$ cat src/rtl/pwr_seq_pkg.sv
package pwr_seq_pkg;
  typedef enum logic [1:0] {
    PS_D0A = 2'b00,
    PS_D0U = 2'b01,
    PS_DR  = 2'b10,
    PS_D3  = 2'b11
  } pwr_state_e;

  localparam logic [1:0] PWR_FIELD_D3 = 2'b11;
  localparam logic [1:0] STATUS_ACTIVE = 2'b11;
endpackage

$ cat src/rtl/pwr_rst_sync.sv
module pwr_rst_sync #(
  parameter int unsigned STAGES = 2
) (
  input  logic clk_i,
  input  logic rst_ni,
  input  logic bus_rst_ni,
  output logic bus_up_o,
  output logic release_o
);
  logic [STAGES-1:0] sync_q;
  logic              prev_q;

  always_ff @(posedge clk_i or negedge rst_ni) begin
    if (!rst_ni) begin
      sync_q <= '0;
      prev_q <= 1'b0;
    end else begin
      sync_q <= {sync_q[STAGES-2:0], bus_rst_ni};
      prev_q <= sync_q[STAGES-1];
    end
  end

  assign bus_up_o  = sync_q[STAGES-1];
  assign release_o = sync_q[STAGES-1] & ~prev_q;

  p_release_single_r4: assert property (@(posedge clk_i) disable iff (!rst_ni)
    release_o |=> !release_o);
endmodule

$ cat src/rtl/pwr_settle_cnt.sv
module pwr_settle_cnt #(
  parameter int unsigned SETTLE_CYC = 512
) (
  input  logic clk_i,
  input  logic rst_ni,
  input  logic clr_i,
  input  logic run_i,
  output logic done_o
);
  localparam int unsigned CNT_W = $clog2(SETTLE_CYC + 1);
  localparam logic [CNT_W-1:0] LAST = CNT_W'(SETTLE_CYC - 1);

  logic [CNT_W-1:0] cnt_q;

  assign done_o = run_i && (cnt_q == LAST);

  always_ff @(posedge clk_i or negedge rst_ni) begin
    if (!rst_ni)                cnt_q <= '0;
    else if (clr_i)             cnt_q <= '0;
    else if (run_i && !done_o)  cnt_q <= cnt_q + 1'b1;
  end

  p_cnt_cleared_r10: assert property (@(posedge clk_i) disable iff (!rst_ni)
    clr_i |=> (cnt_q == '0));
  p_cnt_bounded_r5: assert property (@(posedge clk_i) disable iff (!rst_ni)
    cnt_q <= LAST);
endmodule

$ cat src/rtl/pwr_state_fsm.sv
module pwr_state_fsm
  import pwr_seq_pkg::*;
(
  input  logic       clk_i,
  input  logic       rst_ni,
  input  logic       bus_up_i,
  input  logic       settle_done_i,
  input  logic       cfg_wr_i,
  input  logic [1:0] cfg_pstate_i,
  input  logic       cmd_wr_i,
  input  logic       cmd_mem_en_i,
  input  logic       cmd_io_en_i,
  output pwr_state_e state_o
);
  pwr_state_e state_q, state_d;
  logic       to_d3, to_active;

  assign to_d3     = cfg_wr_i && (cfg_pstate_i == PWR_FIELD_D3);
  assign to_active = cmd_wr_i && (cmd_mem_en_i || cmd_io_en_i);

  always_comb begin
    state_d = state_q;
    if (!bus_up_i) begin
      state_d = PS_DR;
    end else begin
      unique case (state_q)
        PS_D0A:  if (to_d3)         state_d = PS_D3;
        PS_D0U:  if (to_active)     state_d = PS_D0A;
        PS_DR:   if (settle_done_i) state_d = PS_D0U;
        default: state_d = state_q;  // D3 waits for reset
      endcase
    end
  end

  always_ff @(posedge clk_i or negedge rst_ni) begin
    if (!rst_ni) state_q <= PS_DR;
    else         state_q <= state_d;
  end

  assign state_o = state_q;

  p_enter_d3_r1: assert property (@(posedge clk_i) disable iff (!rst_ni)
    (state_q == PS_D0A && bus_up_i && cfg_wr_i && cfg_pstate_i == 2'b11) |=> state_q == PS_D3);
  p_hold_d3_r2: assert property (@(posedge clk_i) disable iff (!rst_ni)
    (state_q == PS_D3 && bus_up_i) |=> state_q == PS_D3);
  p_reset_to_dr_r3: assert property (@(posedge clk_i) disable iff (!rst_ni)
    !bus_up_i |=> state_q == PS_DR);
  p_enable_active_r7: assert property (@(posedge clk_i) disable iff (!rst_ni)
    (state_q == PS_D0U && bus_up_i && cmd_wr_i && (cmd_mem_en_i || cmd_io_en_i)) |=> state_q == PS_D0A);
  p_d0u_wait_r8: assert property (@(posedge clk_i) disable iff (!rst_ni)
    (state_q == PS_D0U && bus_up_i && !cmd_wr_i) |=> state_q == PS_D0U);
endmodule

$ cat src/rtl/pwr_status_enc.sv
module pwr_status_enc
  import pwr_seq_pkg::*;
(
  input  pwr_state_e state_i,
  input  logic       wake_opt_i,
  output logic       bus_oe_o,
  output logic       wake_pin_oe_o,
  output logic [1:0] pwr_status_o,
  output logic [1:0] state_code_o
);
  always_comb begin
    bus_oe_o     = 1'b0;
    pwr_status_o = 2'b00;
    unique case (state_i)
      PS_D0A: begin
        bus_oe_o     = 1'b1;
        pwr_status_o = STATUS_ACTIVE;
      end
      PS_D0U: begin
        bus_oe_o     = 1'b1;
        pwr_status_o = {1'b0, wake_opt_i};
      end
      default: ;
    endcase
  end

  assign wake_pin_oe_o = 1'b1;  // wake pin stays driven through reset
  assign state_code_o  = state_i;
endmodule

$ cat src/rtl/pwr_seq.sv
module pwr_seq
  import pwr_seq_pkg::*;
#(
  parameter int unsigned SETTLE_CYC  = 512,
  parameter int unsigned SYNC_STAGES = 2
) (
  input  logic       clk_i,
  input  logic       rst_ni,
  input  logic       bus_rst_ni,
  input  logic       cfg_wr_i,
  input  logic [1:0] cfg_pstate_i,
  input  logic       cmd_wr_i,
  input  logic       cmd_mem_en_i,
  input  logic       cmd_io_en_i,
  input  logic       wake_opt_i,
  output logic       bus_oe_o,
  output logic       wake_pin_oe_o,
  output logic       nvm_reload_o,
  output logic       wake_clr_o,
  output logic [1:0] pwr_status_o,
  output logic [1:0] state_o
);
  logic       bus_up, release_pulse, settle_done;
  pwr_state_e state;

  pwr_rst_sync #(.STAGES(SYNC_STAGES)) u_sync (
    .clk_i      (clk_i),
    .rst_ni     (rst_ni),
    .bus_rst_ni (bus_rst_ni),
    .bus_up_o   (bus_up),
    .release_o  (release_pulse)
  );

  pwr_settle_cnt #(.SETTLE_CYC(SETTLE_CYC)) u_settle (
    .clk_i  (clk_i),
    .rst_ni (rst_ni),
    .clr_i  (!bus_up),
    .run_i  (bus_up && state == PS_DR),
    .done_o (settle_done)
  );

  pwr_state_fsm u_fsm (
    .clk_i         (clk_i),
    .rst_ni        (rst_ni),
    .bus_up_i      (bus_up),
    .settle_done_i (settle_done),
    .cfg_wr_i      (cfg_wr_i),
    .cfg_pstate_i  (cfg_pstate_i),
    .cmd_wr_i      (cmd_wr_i),
    .cmd_mem_en_i  (cmd_mem_en_i),
    .cmd_io_en_i   (cmd_io_en_i),
    .state_o       (state)
  );

  pwr_status_enc u_enc (
    .state_i       (state),
    .wake_opt_i    (wake_opt_i),
    .bus_oe_o      (bus_oe_o),
    .wake_pin_oe_o (wake_pin_oe_o),
    .pwr_status_o  (pwr_status_o),
    .state_code_o  (state_o)
  );

  assign nvm_reload_o = release_pulse;
  assign wake_clr_o   = release_pulse;

  p_release_in_dr_r4: assert property (@(posedge clk_i) disable iff (!rst_ni)
    release_pulse |-> state == PS_DR);
  p_d0u_needs_settle_r5: assert property (@(posedge clk_i) disable iff (!rst_ni)
    (state == PS_D0U && $past(state) == PS_DR) |-> $past(settle_done));
  p_oe_off_in_dr_r3: assert property (@(posedge clk_i) disable iff (!rst_ni)
    (state == PS_DR) |-> (!bus_oe_o && wake_pin_oe_o));
endmodule

$ cat config.mk
export PLATFORM = sky130hd
export DESIGN_NAME = pwr_seq
export DESIGN_NICKNAME = d
export VERILOG_FILES = /design/src/rtl/pwr_seq_pkg.sv /design/src/rtl/pwr_rst_sync.sv /design/src/rtl/pwr_settle_cnt.sv /design/src/rtl/pwr_state_fsm.sv /design/src/rtl/pwr_status_enc.sv /design/src/rtl/pwr_seq.sv
export SDC_FILE = /design/constraint.sdc
export NUM_CORES = 1
export LEC_CHECK = 0
export BUFFER_PORTS_ARGS = -buffer_cell sky130_fd_sc_hd__buf_2
export CAP_MARGIN = 20
export CORE_MARGIN = 10
export CORE_UTILIZATION = 45
export CTS_BUF_LIST = sky130_fd_sc_hd__clkbuf_8
export DETAILED_ROUTE_END_ITERATION = 8
export GPL_TIMING_DRIVEN = 0
export PLACE_DENSITY = 0.72
export SLEW_MARGIN = 40
export SYNTH_ARGS = -nofsm -noshare
export SYNTH_HDL_FRONTEND = slang
export SYNTH_HIERARCHICAL = 1
export SYNTH_SLANG_ARGS = --single-unit
$ cat constraint.sdc
create_clock -name clk_i -period 2.3 [get_ports clk_i]
set_input_delay 0.46 -clock clk_i [delete_from_list [all_inputs] [get_ports clk_i]]
set_output_delay 0.46 -clock clk_i [all_outputs]
set_load 0.01 [all_outputs]
==> reports/metrics.yaml <==
clock_tree:
  clock_sinks: 15
  ctsHoldBuffers: 0
  clock_path_buffers: 2
  cts_tree: "done"
  cts-buffers-inserted: 3
  htree_num_levels: 1
  clk_latency_ps: 240
  ctsRootBufferMaster: "clkbuf_8"
  clk_pin_slew_ps: 60
logic_synthesis:
  syn_avg_cell_area_um2: 10.1
  synth_area_leaders: "dfrtp_1, ha_1, nor2_1, mux2i_1, buf_4"
  synth_top_flop_cell: "dfrtp_1"
  synth_enable_flop_cells: 0
  syn_nets: 106
  synth_cell_types: 38
  async_flop_share_pct: 100
  ys_seq_area_share_pct: 40.7
  yosys_warnings: 6
  ys_ff_latch: 15
  synth_top_area_share_pct: 37.8
  syn_inst: 92
  synth_top_area_cell: "dfrtp_1"
  synth_area_um2: 926
die:
  die_w_um: 65.4
  chipHeight_um: 65.4
  start_util_pct: 47.2
  num_rows: 16
  fp.coreArea_um2: 1960
  die-area_um2: 4270
  io_pins: 18
power_and_ir_drop:
  p_sw_uw: 115
  ir_drop_mv: 0.317
  cellPowerDensity_nw_per_um2: 466
  internal-power_uw: 408
  combPwrFrac_pct: 7.9
  p_sw_share_pct: 21.9
  pwr-share-seq_pct: 53.0
  power_frac_clock_pct: 39.1
  leakage_nw: 0.555
place:
  numPortBuffers: 16
  dp_slack_ps: -82.6
  dp_hpwl_um: 1430
  gp_congestion: 0.744
timing:
  finalWorstSetupSlack_ps: 88.9
  period_minus_slack_ps: 2210
  hold_viol: 0
  fin_setup_tns_ps: 0
  maxSlewViolCount: 0
  fin_worst_skew_ps: 0.641
  grt_setup_unrepaired: "false"
  period_share_pct: 96.1
  setup_viol: 0
  max_freq_ghz: 0.452
layout:
  drive_above_1_share_pct: 36.2
  fin_util_pct: 57.1
  nets: 131
  syn_to_final_growth_pct: 21.1
  n_antenna_cell: 0
  layout_common_cells: "buf_2, dfrtp_1, nor2_1"
  nFillCells: 185
  layout_commonest_cell: "buf_2"
drt:
  drt_pre_antenna_iters: 4
  dr_wl_met3_um: 101
  wl_per_cell_um: 12.8
  antenna_left: 0
  wl_met1_um: 772
  drtIter0Drc: 12
  via_per_inst: 5.05
  highest_layer: "met4"
  routed_wl_um: 1830
  drc: 0
  vias: 722
  wl_met2_um: 941
critical_path:
  crit_path_end_kind: "flop"
  cp_top_family: "simple AND/OR/NAND/NOR gates"
  critPathMaxFanout: 5
  start_kind: "flop"
  max_stage_delay_ps: 570
  crit_arrival_ps: 2380
  path_cells: "and3b_2 > and3_4 > nand3_1 > nor3_1 > inv_1 > a221o_1 > a21oi_2 > mux2_1"
  critPathRequiredTime_ps: 2470
  r2r_setup_slack_ps: 90
  crit_type: "reg2reg"
  critical_path_buf_inv_count: 1
  crit_slowest_cell: "dfstp_2"
grt:
  antenna_found_initial: 0
  grt_pass1_vias: 720
  overflow: 0
  grt.total_usage_pct: 8.74
  grt_max_degree: 16
  grt_pass1_wl_um: 3030
flow_run:
  maxCapViolations: 0
worst_hold_path:
  hold_path.class: "in2async"
run_status:
  status: "completed"
-- layer usage --
layer / vias to the layer above / global-route usage, %
li1: 363 / -
met1: 340 / 9.61
met2: 15 / 14.6
met3: 4 / 2.88
met4: 0 / 4.55
met5: - / 0
-- logic make-up after synthesis --
logic type | synth area share [%]
compound gates | 13.2
flops | 40.7
other cells | 0.405
simple gates | 24.2
buf+inv | 7.16
mux | 6.08
xor+xnor | 2.84
fa+ha+maj | 5.41
-- stage by stage --
step / hold slack, ps / std cells / total power [mW] / instance area [um2]
3_5_place_dp: 357 / 135 / 0.322 / 1040
6_report: 111 / 143 / 0.522 / 1120
3_3_place_gp: 331 / 135 / 0.320 / 1040
4_1_cts: 116 / 140 / 0.533 / 1090
2_1_floorplan: 164 / 92 / 0.303 / 926
5_1_grt: 122 / 143 / 0.543 / 1120
-- worst paths after layout --
check	end	cells after the start	startpoint
worst max register to register	u_fsm/state_o[1]	8	u_fsm/state_o[1]
max in group asynchronous	u_fsm/state_o[1]	1	rst_ni
worst min-delay path	u_settle/cnt_q[1]	1	rst_ni
worst max-delay path	u_fsm/state_o[1]	8	u_fsm/state_o[1]
worst min register to register	u_sync/sync_q[1]	0	u_sync/sync_q[0]
min in group clk_i	u_sync/sync_q[0]	1	bus_rst_ni
-- worst reg2reg max path, cell delays in order (launching register included) --
cell and delay [ps]:
dfstp_2 570, and3b_2 200, and3_4 200, nand3_1 110, nor3_1 150, inv_1 60, a221o_1 370, a21oi_2 150
mux2_1 330
-- state kept, by name, summed over array words and instances, names as in the netlist --
signal,cells
u_sync/sync_q,2
u_settle/cnt_q,10
u_fsm/state_o,2
u_sync/prev_q,1
-- layout make-up --
cell class	instances	area [um2]	share of cell area (%)
plain buffers	7	43.8	3.91
multi-input cells	64	489	43.6
well taps	27	33.8	3.01
inverters	6	22.5	2.01
clock inverters	1	3.75	0.335
clock buffers	3	41.3	3.68
repair buffers	20	110	9.82
flip-flops and latches	15	377	33.6
-- synth_stat cells, types with 2 or more instances --
library cell,count
nand2_1,6
mux2i_1,3
nor3b_1,2
o21ai_0,2
dfrtp_1,14
nor2_1,13
xor2_1,3
nor3_1,3
nand3_1,4
buf_2,2
inv_1,6
a21oi_2,2
buf_4,4
ha_1,4
-- what timing repair did --
item                                    4_1_cts  5_1_grt
resized for setup                             1        1
buffers inserted                              1        3
endpoints found under the setup margin        1        1
-- power groups by stage --
stage / logic [mW] / clock network [mW] / registers (mW)
finish: 0.0414 / 0.204 / 0.277
global route: 0.0465 / 0.219 / 0.278
CTS: 0.0420 / 0.214 / 0.277
detailed placement: 0.0404 / 0 / 0.282
global placement: 0.0389 / 0 / 0.281
floorplan: 0.0228 / 0 / 0.280
No activity file was read; power rests on OpenSTA's default activity.
